==> src/rtl/ilm_pkg.sv <==
// Shared address map and status bit positions for the interrupt latency meter.
// Assumes a word-addressed register bank with a 3-bit address.
package ilm_pkg;
    localparam int ADDR_W = 3;
    localparam logic [ADDR_W-1:0] A_CTRL   = 3'd0;
    localparam logic [ADDR_W-1:0] A_STATUS = 3'd1;
    localparam logic [ADDR_W-1:0] A_PERIOD = 3'd2;
    localparam logic [ADDR_W-1:0] A_HIGH   = 3'd3;
    localparam logic [ADDR_W-1:0] A_TSTART = 3'd4;
    localparam logic [ADDR_W-1:0] A_TSTOP  = 3'd5;
    localparam logic [ADDR_W-1:0] A_LAT    = 3'd6;
    // control word bit positions
    localparam int C_EN   = 0;
    localparam int C_DONE = 1;
    localparam int C_LED  = 2;
    // status word bit positions
    localparam int S_IRQ   = 0;
    localparam int S_OVR   = 1;
    localparam int S_VALID = 2;
    localparam int S_ARMED = 3;
endpackage

==> src/rtl/ilm_pwm.sv <==
// Periodic stimulus generator. Output is high for `high` cycles of every
// `period` cycles while enabled; forced low when disabled. Assumes the
// period and high values may change at any time; the phase counter wraps
// safely when the period shrinks below it.
module ilm_pwm #(
    parameter int W = 32
) (
    input  logic         clk,
    input  logic         rst_n,
    input  logic         en,
    input  logic [W-1:0] period,
    input  logic [W-1:0] high,
    output logic         out_q
);
    logic [W-1:0] phase_q;
    logic [W:0]   phase_nxt;

    assign phase_nxt = {1'b0, phase_q} + 1'b1;

    // phase counter: restarts at 0 when disabled or at the end of a period
    always_ff @(posedge clk) begin
        if (!rst_n || !en) begin
            phase_q <= '0;
        end else if (phase_nxt >= {1'b0, period}) begin
            phase_q <= '0;
        end else begin
            phase_q <= phase_nxt[W-1:0];
        end
    end

    // registered waveform: high while the phase is below the high time
    always_ff @(posedge clk) begin
        if (!rst_n) begin
            out_q <= 1'b0;
        end else begin
            out_q <= en && (phase_q < high);
        end
    end
endmodule

==> src/rtl/ilm_irq_gen.sv <==
// Change detector and interrupt request holder. Any transition of the
// stimulus (either direction) produces a one-cycle start pulse and sets the
// request, which is held until cleared. Overrun is flagged when a change
// arrives while the request is pending or when the capture unit restarts.
// Assumes the stimulus is synchronous to clk.
module ilm_irq_gen (
    input  logic clk,
    input  logic rst_n,
    input  logic stim,
    input  logic clr_irq,
    input  logic clr_ovr,
    input  logic restart,
    output logic start_o,
    output logic irq_q,
    output logic ovr_q
);
    logic stim_d;

    assign start_o = stim ^ stim_d;

    // delayed copy of the stimulus for change detection
    always_ff @(posedge clk) begin
        if (!rst_n) stim_d <= 1'b0;
        else        stim_d <= stim;
    end

    // request holder: a change sets it, a software clear drops it
    always_ff @(posedge clk) begin
        if (!rst_n)        irq_q <= 1'b0;
        else if (start_o)  irq_q <= 1'b1;
        else if (clr_irq)  irq_q <= 1'b0;
    end

    // overrun flag: set wins over clear
    always_ff @(posedge clk) begin
        if (!rst_n)                              ovr_q <= 1'b0;
        else if ((start_o && irq_q) || restart)  ovr_q <= 1'b1;
        else if (clr_ovr)                        ovr_q <= 1'b0;
    end
endmodule

==> src/rtl/ilm_capture.sv <==
// Free-running cycle counter with start/stop timestamp capture. A start
// arms a measurement and clears valid; a stop while armed records the stop
// time and the modular difference. A stop with nothing armed is ignored.
// A start while armed restarts the measurement and reports it on restart_o.
// Start takes priority when both arrive in the same cycle.
module ilm_capture #(
    parameter int CW = 32
) (
    input  logic          clk,
    input  logic          rst_n,
    input  logic          start,
    input  logic          stop,
    output logic [CW-1:0] tstart_q,
    output logic [CW-1:0] tstop_q,
    output logic [CW-1:0] lat_q,
    output logic          valid_q,
    output logic          armed_q,
    output logic          restart_o
);
    logic [CW-1:0] cnt_q;

    assign restart_o = start && armed_q;

    // time base: counts every clock, wraps modulo 2^CW
    always_ff @(posedge clk) begin
        if (!rst_n) cnt_q <= '0;
        else        cnt_q <= cnt_q + 1'b1;
    end

    // measurement state and timestamps
    always_ff @(posedge clk) begin
        if (!rst_n) begin
            tstart_q <= '0;
            tstop_q  <= '0;
            lat_q    <= '0;
            valid_q  <= 1'b0;
            armed_q  <= 1'b0;
        end else if (start) begin
            tstart_q <= cnt_q;
            armed_q  <= 1'b1;
            valid_q  <= 1'b0;
        end else if (stop && armed_q) begin
            tstop_q <= cnt_q;
            lat_q   <= cnt_q - tstart_q;
            valid_q <= 1'b1;
            armed_q <= 1'b0;
        end
    end
endmodule

==> src/rtl/irq_lat_meter.sv <==
// Interrupt service latency meter top level. Holds the register bank,
// ties the stimulus generator, change detector and capture unit together,
// and mirrors key signals to debug pins. Assumes single-cycle read/write
// strobes from one master; read data appears one clock after the strobe.
module irq_lat_meter #(
    parameter int DW    = 32,
    parameter int PWM_W = 32
) (
    input  logic                       clk,
    input  logic                       rst_n,
    input  logic                       reg_wr,
    input  logic                       reg_rd,
    input  logic [ilm_pkg::ADDR_W-1:0] reg_addr,
    input  logic [DW-1:0]              reg_wdata,
    output logic [DW-1:0]              reg_rdata,
    output logic                       irq,
    output logic                       dbg_stim,
    output logic                       dbg_irq,
    output logic                       dbg_ack,
    output logic                       led
);
    import ilm_pkg::*;

    logic             en_q, done_q, led_q;
    logic [PWM_W-1:0] period_q, high_q;
    logic             stim, start, stop, restart;
    logic             irq_q, ovr_q, valid_q, armed_q;
    logic [DW-1:0]    tstart_q, tstop_q, lat_q;
    logic             wr_ctrl, wr_stat;
    logic [DW-1:0]    rd_mux;

    assign wr_ctrl = reg_wr && (reg_addr == A_CTRL);
    assign wr_stat = reg_wr && (reg_addr == A_STATUS);
    assign stop    = wr_ctrl && reg_wdata[C_DONE] && !done_q;

    // control and stimulus configuration registers
    always_ff @(posedge clk) begin
        if (!rst_n) begin
            en_q     <= 1'b0;
            done_q   <= 1'b0;
            led_q    <= 1'b0;
            period_q <= '0;
            high_q   <= '0;
        end else if (reg_wr) begin
            case (reg_addr)
                A_CTRL: begin
                    en_q   <= reg_wdata[C_EN];
                    done_q <= reg_wdata[C_DONE];
                    led_q  <= reg_wdata[C_LED];
                end
                A_PERIOD: period_q <= reg_wdata[PWM_W-1:0];
                A_HIGH:   high_q   <= reg_wdata[PWM_W-1:0];
                default: ;
            endcase
        end
    end

    ilm_pwm #(.W(PWM_W)) u_pwm (
        .clk(clk), .rst_n(rst_n), .en(en_q),
        .period(period_q), .high(high_q), .out_q(stim)
    );

    ilm_irq_gen u_irq (
        .clk(clk), .rst_n(rst_n), .stim(stim),
        .clr_irq(wr_stat && reg_wdata[S_IRQ]),
        .clr_ovr(wr_stat && reg_wdata[S_OVR]),
        .restart(restart), .start_o(start), .irq_q(irq_q), .ovr_q(ovr_q)
    );

    ilm_capture #(.CW(DW)) u_cap (
        .clk(clk), .rst_n(rst_n), .start(start), .stop(stop),
        .tstart_q(tstart_q), .tstop_q(tstop_q), .lat_q(lat_q),
        .valid_q(valid_q), .armed_q(armed_q), .restart_o(restart)
    );

    // read multiplexer over the word map; unmapped words read zero
    always_comb begin
        rd_mux = '0;
        case (reg_addr)
            A_CTRL:   begin
                rd_mux[C_EN]   = en_q;
                rd_mux[C_DONE] = done_q;
                rd_mux[C_LED]  = led_q;
            end
            A_STATUS: begin
                rd_mux[S_IRQ]   = irq_q;
                rd_mux[S_OVR]   = ovr_q;
                rd_mux[S_VALID] = valid_q;
                rd_mux[S_ARMED] = armed_q;
            end
            A_PERIOD: rd_mux = DW'(period_q);
            A_HIGH:   rd_mux = DW'(high_q);
            A_TSTART: rd_mux = tstart_q;
            A_TSTOP:  rd_mux = tstop_q;
            A_LAT:    rd_mux = lat_q;
            default:  rd_mux = '0;
        endcase
    end

    // registered read data, loaded on the read strobe
    always_ff @(posedge clk) begin
        if (!rst_n)      reg_rdata <= '0;
        else if (reg_rd) reg_rdata <= rd_mux;
    end

    assign irq      = irq_q;
    assign dbg_irq  = irq_q;
    assign dbg_stim = stim;
    assign dbg_ack  = done_q;
    assign led      = led_q;
endmodule

==> config.mk <==
export PLATFORM = sky130hd
export DESIGN_NAME = irq_lat_meter
export DESIGN_NICKNAME = d
export VERILOG_FILES = /design/src/rtl/ilm_pkg.sv /design/src/rtl/ilm_pwm.sv /design/src/rtl/ilm_irq_gen.sv /design/src/rtl/ilm_capture.sv /design/src/rtl/irq_lat_meter.sv
export SDC_FILE = /design/constraint.sdc
export NUM_CORES = 1
export LEC_CHECK = 0
export ABC_AREA = 0
export BUFFER_PORTS_ARGS = -buffer_cell sky130_fd_sc_hd__buf_2
export CAP_MARGIN = 0
export CORE_ASPECT_RATIO = 1.75
export CORE_MARGIN = 4
export CORE_UTILIZATION = 25
export DETAILED_ROUTE_END_ITERATION = 8
export PLACE_DENSITY = 0.42
export SKIP_CTS_REPAIR_TIMING = 1
export SYNTH_ARGS = -nofsm -noshare
export SYNTH_HDL_FRONTEND = slang
export SYNTH_SLANG_ARGS = --single-unit
export TNS_END_PERCENT = 1
==> constraint.sdc <==
create_clock -name clk -period 6.2 [get_ports clk]
set_clock_uncertainty 0.2 [all_clocks]
set_input_delay 0.93 -clock clk [delete_from_list [all_inputs] [get_ports clk]]
set_output_delay 0.93 -clock clk [all_outputs]
set_load 0.05 [all_outputs]
**Word-level counts from Yosys, hierarchy flattened**

Cells that the tools add are included.

- Add/subtract/negate cells: 3
- $lt $le $gt $ge: 2
- Equality and inequality tests: 6
- Multiplexer cells: 9
- Bitwise logic cells: 3
- Reduce and logical (&&, ||, !) cells: 25

Operator list:

| kind | count |
|---|---|
| $pmux W28 S5 | 1 |
| $add A32 B1 Y33 const B | 1 |
| $ge A33 B32 Y1 | 1 |
| $add A32 B1 Y32 const B | 1 |
| $lt A32 B32 Y1 | 1 |
| $sub A32 B32 Y32 | 1 |
| $pmux W3 S7 | 1 |
| $logic_and A1 B1 Y1 | 10 |
| $eq A3 B3 Y1 const B | 3 |
| $reduce_and A2 Y1 | 4 |
| $eq A3 B2 Y1 const B | 2 |
| $mux W1 | 6 |
| $pmux W1 S6 | 1 |
| $reduce_bool A2 Y1 | 3 |
| $reduce_or A2 Y1 | 2 |
| $eq A3 B1 Y1 const B | 1 |
| $logic_not A1 Y1 | 3 |
| $logic_not A3 Y1 | 1 |
| $logic_or A1 B1 Y1 | 2 |
| $not A1 Y1 | 2 |
| $xor A1 B1 Y1 | 1 |

- Flip-flop bits (word level): 265
- Bits of input ports: 39
- Output and inout bits: 37
- Logic and storage cells: 65

**Logic depth before layout (Yosys ltp)**

Gate-level depths: netlist (run 1).

- Depth after elaboration: 7
- Depth in mapped cells: 17
- Depth with buffers taken out: 16

**Hierarchy**

Synthesis (run 1) repeated with hierarchy kept, for this count alone.

- Cells, all modules: 1767
- Area total of the unflattened synthesis: 14980.6 µm²

By module, submodules not included:

| module | times used | cells an instance | area each (µm²) | seq. area each (µm²) |
|---|---|---|---|---|
| ilm_capture | 1 | 787 | 6739.0 | 2602.5 |
| irq_lat_meter | 1 | 593 | 5038.6 | 1981.9 |
| ilm_pwm | 1 | 377 | 3081.7 | 660.6 |
| ilm_irq_gen | 1 | 10 | 121.4 | 60.1 |

**Least setup slack after synthesis (run 1)**

OpenSTA, ideal clock, no wires.

- Path type: flip-flop to flip-flop
- Start: register u_pwm.phase_q[0]
- End: register u_pwm.phase_q[23]
- Library setup time: 118 ps
- Data arrival time: 3112 ps
- Data required time: 5882 ps
- Setup slack: 2770 ps
- Stages on the path, launching flop included: 18
- Path buffers: 1
- Period minus slack after synthesis: 3430 ps
- Cells stage by stage: dfxtp_1 > ha_1 > nand3_1 > nor2_1 > nand3_1 > nor2_1 > xor2_1 > ha_1 > nand4_1 > nor4_1 > a21oi_1 > o211ai_1 > a21oi_1 > o41ai_1 > nand4_1 > o311ai_2 > buf_2 > nor2b_1

- Cells in the longest elaborated chain, start to end: 3

Ends and longest elaborated chain:

| item | line | source |
|---|---|---|
| start, declared | ilm_pwm.sv:15 | `logic [W-1:0] phase_q;` |
| start signal, assigned | ilm_pwm.sv:27 | `phase_q <= phase_nxt[W-1:0];` |
| $add A32 B1 Y33 | ilm_pwm.sv:18 | `assign phase_nxt = {1'b0, phase_q} + 1'b1;` |
| via u_pwm.phase_nxt[14] | ilm_pwm.sv:16 | `logic [W:0] phase_nxt;` |
| $ge A33 B32 Y1 | ilm_pwm.sv:24 | `end else if (phase_nxt >= {1'b0, period}) begin` |
| $reduce_or A2 Y1 (no source line) | -- |  |

The timed path passes the listed nets, and every way through them passes these cells.
A chain may end at the register's enable or synchronous reset.

**Final worst setup path (run 1)**

- Start: register u_pwm.phase_q[0]
- End: register u_pwm.phase_q[3]

Same word-level chain as after synthesis.

==> metrics, run 1 <==
status finished clean; via count 12300; VDD IR max approximately 0.17 mV; Ys Warns 0; Post-synth EDFFs 0; reg-to-reg endpoint u_pwm.phase_q[3]; first drt pass iteration count 5; starting density of the core 0.2516; H-tree depth 1; critical path required time between 6 and 7 ns; clk root buf clkbuf_16; Critical R2R Launch u_pwm.phase_q[0]; Post-Synthesis Cells around 1800; Clock transition at path regs 0.06 ns; Final Max Slew Viols 0; count leader, synth nand2_1; Final setup violation count 0; syn nets 1934; Die Width ~190 µm; n_diodes 0; fin util 0.2882; Setup TNS 0 ns; share of layout cells above drive strength 1 0.09125; final worst path period need around 4.5 ns; cell taking the most area after synthesis dfxtp_1; grt ovf 0; # fillers between 6000 and 7000; fin cells around 2500; Least-Margin Pin Slew roughly 1.1 ns; worst hold start u_cap.tstart_q[5]; Post-synth top cells nand2_1 (379), dfxtp_1 (265), a21oi_1 (208), nor2_1 (108), inv_1 (107); first-pass GRT wire length ~72 mm; Rel. slew slack 0.2460; ys async rst share 0; drt wl/cell 18.03 µm; Crit Path Category flip-flop to flip-flop; Ports 76; synthesized area per cell 7.852 µm²; crit path DAT approximately 4.7 ns; std cell rows roughly 120; overall global routing resource usage 0.1485; r2r setup slk between 1.5 and 2 ns; vias per cell 4.836; Clock Tree Buf Depth 3; post-detailed-route count of antenna-violating nets 0; drt first-iter violations 737; HP Class flip-flop to flip-flop; synthesized flop and latch total ~270; hpwl dp roughly 33 mm; Hold Violations, Final 0; die area between 60000 and 70000 µm²; Leakage around 6.1 nW; final WL 45.86 mm; crit-path max FO 23; Die Ht 322.4 µm; WHS Path Cells 2; CTS tree done; initial antenna violation count 0; cell count of the worst reg-to-reg path 17; Port-buffer cells 75; Synth cell types 67; Worst Hold Endpoint u_cap.tstart_q[5]; clock sink total ~270; Layout Nets ~2000; register area share after synthesis 0.3758; critical path launch point u_pwm.phase_q[0]; dpl cells 2494; Design Power about 0.004 W; unrepaired setup endpoints after global routing false; top cell type's share of synthesized area 0.3758; Critical Path End Type flip-flop; Clock Latency Late Sink a little under 0.6 ns; leading post-synthesis cells by cell area dfxtp_1 (38%), nand2_1 (10%), ha_1 (8.5%); P&R area growth vs syn 14.55%; number of max-cap violations 0; Synth Flop Type dfxtp_1; fin crit share 0.7193; Pwr Density about 240 nW/µm²; Core Region around 56000 µm²; Post-Synthesis Cell Area about 14000 µm²; CTS buffer count 29; routability cong. 0.8066; Startpoint Class flip-flop; largest net degree at the start of global routing 114; top achievable clock speed ~0.22 GHz; number of global-route vias before repair 12350; Post-route DRC 0
==> flip-flops by register name (all words and copies together) (netlist names) <==
| register | count |
|---|---|
| u_cap.armed_q | 1 |
| u_cap.lat_q | 32 |
| u_cap.tstop_q | 32 |
| dbg_ack | 1 |
| reg_rdata | 32 |
| u_irq.ovr_q | 1 |
| u_cap.tstart_q | 32 |
| high_q | 32 |
| u_cap.cnt_q | 32 |
| u_pwm.out_q | 1 |
| led | 1 |
| period_q | 32 |
| u_irq.stim_d | 1 |
| u_irq.irq_q | 1 |
| en_q | 1 |
| u_pwm.phase_q | 32 |
| u_cap.valid_q | 1 |
==> logic make-up (layout without fill, tap and decap cells) <==
group | after synthesis | count (layout) | synth area share
simple gates | 665 | 665 | 0.2092
compound gates | 433 | 433 | 0.1860
flops | 265 | 265 | 0.3758
buf+inv | 210 | 253 | 0.05717
fa+ha+maj | 97 | 97 | 0.08650
xor+xnor | 84 | 84 | 0.05211
mux | 44 | 44 | 0.03324
==> metal layers <==
layer,part of all wire,global-route usage,vias up
met1,0.41,0.1726,5852
met5,0,0,-
met2,0.52,0.2782,195
li1,-,-,6182
met4,0.041,0.06285,0
met3,0.028,0.01288,68
==> critical path: stages, from the launching register on <==
cell,delay [ns]
dfxtp_1,0.41
ha_1,0.24
nand3_1,0.21
nor2_1,0.26
nand3_1,0.15
nor2_1,0.16
xor2_1,0.10
ha_1,0.30
nand4_1,0.14
nor4_1,0.60
a21oi_1,0.15
o211ai_1,0.12
a21oi_1,0.10
o41ai_1,0.33
nand4_1,0.19
o311ai_4,0.20
buf_4,0.37
nor2b_1,0.08
==> layout by cell type (no fill, tap or decap), types with 4 or more instances in the layout <==
cell type	n
nand2_1	379
dfxtp_1	265
a21oi_1	208
nor2_1	108
inv_1	107
ha_1	96
buf_2	75
o21ai_0	72
xor2_1	50
nor2b_1	42
mux2i_1	39
nand3_1	38
a21o_1	35
xnor2_1	32
a22oi_1	29
clkbuf_16	29
nand4_1	27
a211oi_1	24
a221oi_1	22
buf_4	21
nand2b_1	11
and2_1	10
and3_1	9
a31oi_1	9
nor3_1	7
and4_1	6
o211ai_1	6
clkbuf_8	5
bufinv_16	5
nor4_1	4
a211o_1	4
clkinv_2	4
==> how the worst max path moves through the flow <==
| stage | to | slack (ns) | cells after the start |
|---|---|---|---|
| finish | u_pwm.phase_q[3] | 1.74 | 17 |
| global route | u_pwm.phase_q[10] | 1.44 | 17 |
| CTS | u_pwm.phase_q[3] | 1.61 | 17 |
| detailed placement | u_pwm.phase_q[9] | 1.65 | 17 |
| global placement | u_pwm.phase_q[3] | 1.61 | 17 |
| floorplan | u_pwm.phase_q[23] | 2.77 | 17 |
==> power by group <==
part	internal (W)	total, W	switching [W]
clock network	0.00112	0.00187	0.000751
logic	0.0000952	0.000313	0.000218
registers	0.00172	0.00174	0.0000199
total	0.00294	0.00392	0.000989
==> cell type report <==
type | count | area (µm²) | area share
clock inverters | 12 | 192.7 | 0.01191
inverters | 108 | 410.4 | 0.02538
repair buffers | 96 | 533.0 | 0.03296
multi-input cells | 1323 | 8046 | 0.4976
flip-flops and latches | 265 | 5305 | 0.3280
clock buffers | 37 | 805.8 | 0.04983
well taps | 702 | 878.3 | 0.05431
==> per-stage QoR <==
stage	setup WS, ns	hold slack (ns)	area (µm²)
6_report	1.741	0.2498	16170
5_1_grt	1.441	0.2687	16170
4_1_cts	1.611	0.2519	16170
3_5_place_dp	1.647	0.2432	15170
3_3_place_gp	1.608	0.2387	15170
2_1_floorplan	2.770	0.2287	14120
Power figures use the tool's default switching activity.
==> run 2: changes to the inputs <==
- PLACE_DENSITY: 0.42 -> 0.44
- clock period: 6.2 -> 3.9 ns (I/O delays scaled with it)
==> run 2 against run 1 <==
Against the previous run: utilization grew 0.34 points; non-clock buffer count grew 22; maximum frequency grew 18%; sequential cell count is the same; via count shrank 0.13%; design area grew 1.2%; clock-buffer cell count shrank 1; highest routed layer unchanged; final cell count grew 0.75%; critical path depth shrank 1; register-to-register slack lost 1.6 ns; critical path type unchanged.
==> metrics, run 2 (same netlist as run 1, synthesis figures left out) <==
fin util 0.2916 (+0.003389); cell family with most CP delay simple AND/OR/NAND/NOR gates; Core Region 56120 µm² (unchanged); Critical Path End Type flip-flop; Crit Path Category flip-flop to flip-flop; Layout Nets 1979 (+1.0%); post-detailed-route count of antenna-violating nets 0 (unchanged); Die Ht 322.4 µm (unchanged); Startpoint Class flip-flop; crit path DAT 4.05 ns (-0.66 ns); critical path required time 4.19 ns (-2.26 ns); drt wl/cell 17.52 µm (-2.9%); Ports 76 (unchanged); std cell rows 115 (unchanged); clk root buf clkbuf_16; Rel. slew slack 0.4790 (+0.2330); Pwr Density 365.6 nW/µm² (+51%); CTS buffer count 27 (-6.9%); HP Class input pin to flip-flop; largest net degree at the start of global routing 78 (-32%); overall global routing resource usage 0.1440 (-0.004581); final worst path period need 3.767 ns (-0.6929 ns); Hold Violations, Final 0 (unchanged); top achievable clock speed 0.2655 GHz (+18%); CTS tree done; starting density of the core 0.2516 (unchanged); Critical Path Max Stage Delay 0.38 ns (-0.22 ns); placed cell area 15410 µm² (+1.5%); dpl cells 2515 (+0.84%); Least-Margin Pin Slew 0.7780 ns (-0.3479 ns); routability cong. 0.9063 (+12%); Post-route DRC 0 (unchanged); share of layout cells above drive strength 1 0.1070 (+0.01573); worst path bufs/invs 1 (unchanged); first-pass GRT wire length 69.81 mm (-2.6%); first drt pass iteration count 5 (unchanged); via count 12280 (-0.13%); crit-path cells and3_1, and3_1, nand2_2, nor2_4, nand3_2, nor2_4, nand4_1, xnor2_2, ha_1, nand4_1, nor4_1, a211o_1, a211oi_2, o311ai_4, buf_4, nor2b_1; Clock Latency Late Sink 0.56 ns (-0.02 ns); H-tree depth 1 (unchanged); Setup TNS 0 ns (unchanged); number of max-cap violations 0 (unchanged); fin cells 2562 (+0.75%); initial antenna violation count 0 (unchanged); VDD IR max 0.2779 mV (+68%); critical path launch point u_pwm.phase_q[4]; final instance area 16360 µm² (+1.2%); die area 60490 µm² (unchanged); most frequent cells in the layout nand2_1 (378), dfxtp_1 (264), a21oi_1 (208); status finished clean; Final Max Slew Viols 0 (unchanged); Die Width 187.6 µm (unchanged); number of global-route vias before repair 12190 (-1.3%); Clock transition at path regs 0.07 ns (about the same); unrepaired setup endpoints after global routing true; Final setup violation count 0 (unchanged); Port-buffer cells 75 (unchanged); CP max-delay cell dfxtp_1; vias per cell 4.794 (-0.87%); hpwl dp 33.54 mm (+0.25%); most common cell after layout, fill and taps aside nand2_1; P&R area growth vs syn 15.90%; drt first-iter violations 736 (-0.14%); n_diodes 0 (unchanged); clock sink total 265 (unchanged); crit-path max FO 10 (-57%); worst hold start reg_wdata[7]; Clock Tree Buf Depth 3 (unchanged); fin crit share 0.9658 (+0.2465); Leakage 6.224 nW (+1.7%); final WL 44.88 mm (-2.1%); grt ovf 0 (unchanged); Critical R2R Launch u_pwm.phase_q[4]
run 2: cell types whose count changed in the layout (fill, tap and decap cells not counted), moves of 2 or more:
cell	delta
buf_12	+6
buf_4	+16
bufinv_16	-2
clkbuf_1	+2
clkbuf_16	-2
nand3_1	-2
nand3_2	+2
nor2_1	-7
nor2_2	+4
nor2_4	+3
run 2: final cells by class:
class                   instances  area [µm²]
clock buffers                  36       749.5
clock inverters                10       133.9
fillers                      6056       39750
inverters                     108       410.4
multi-input cells            1323        8110
flip-flops and latches        265        5306
well taps                     702       878.3
repair buffers                118       773.2
run 2: where the power goes:
part,internal [W],leakage [nW],switching [W],total [W]
combinational,0.000168,3.65,0.000353,0.000521
clock,0.00154,0.430,0.00115,0.00269
sequential,0.00274,2.14,0.0000279,0.00277
total,0.00445,6.22,0.00153,0.00598
run 2: metal layers:
| metal | global-route usage | vias to the layer above | share of wire | routed length (µm) |
|---|---|---|---|---|
| met3 | 0.01418 | 69 | 0.026 | 1177 |
| met2 | 0.2730 | 158 | 0.52 | 23400 |
| met4 | 0.05224 | 0 | 0.038 | 1693 |
| li1 | - | 6203 | - | - |
| met5 | 0 | - | 0 | 0 |
| met1 | 0.1669 | 5851 | 0.41 | 18610 |
run 2: path summary, 6_finish.rpt:
kind | end | cells after the start | slack (ns)
max | u_pwm.phase_q[29] | 16 | 0.13
max reg2reg | u_pwm.phase_q[29] | 16 | 0.13
min reg2reg | u_cap.tstart_q[30] | 2 | 0.25
min | high_q[7] | 3 | 0.08
run 2: worst register-to-register path, delay by kind of cell (launching register included):
kind | cells | cell delay [ns]
buf+inv | 1 | 0.21
compound gates | 3 | 0.78
fa+ha+maj | 1 | 0.30
xor+xnor | 1 | 0.19
flops | 1 | 0.38
simple gates | 10 | 1.66
run 2: stage by stage:
step / setup WS, ns / total power [W] / hold WS [ns]
finish: 0.1334 / 0.005982 / 0.07828
global route: -0.01902 / 0.006212 / 0.06024
CTS: -0.2233 / 0.006082 / 0.04078
detailed placement: -0.2010 / 0.003357 / 0.2432
global placement: 0.006244 / 0.003355 / 0.2380
floorplan: 0.4704 / 0.003154 / 0.2287
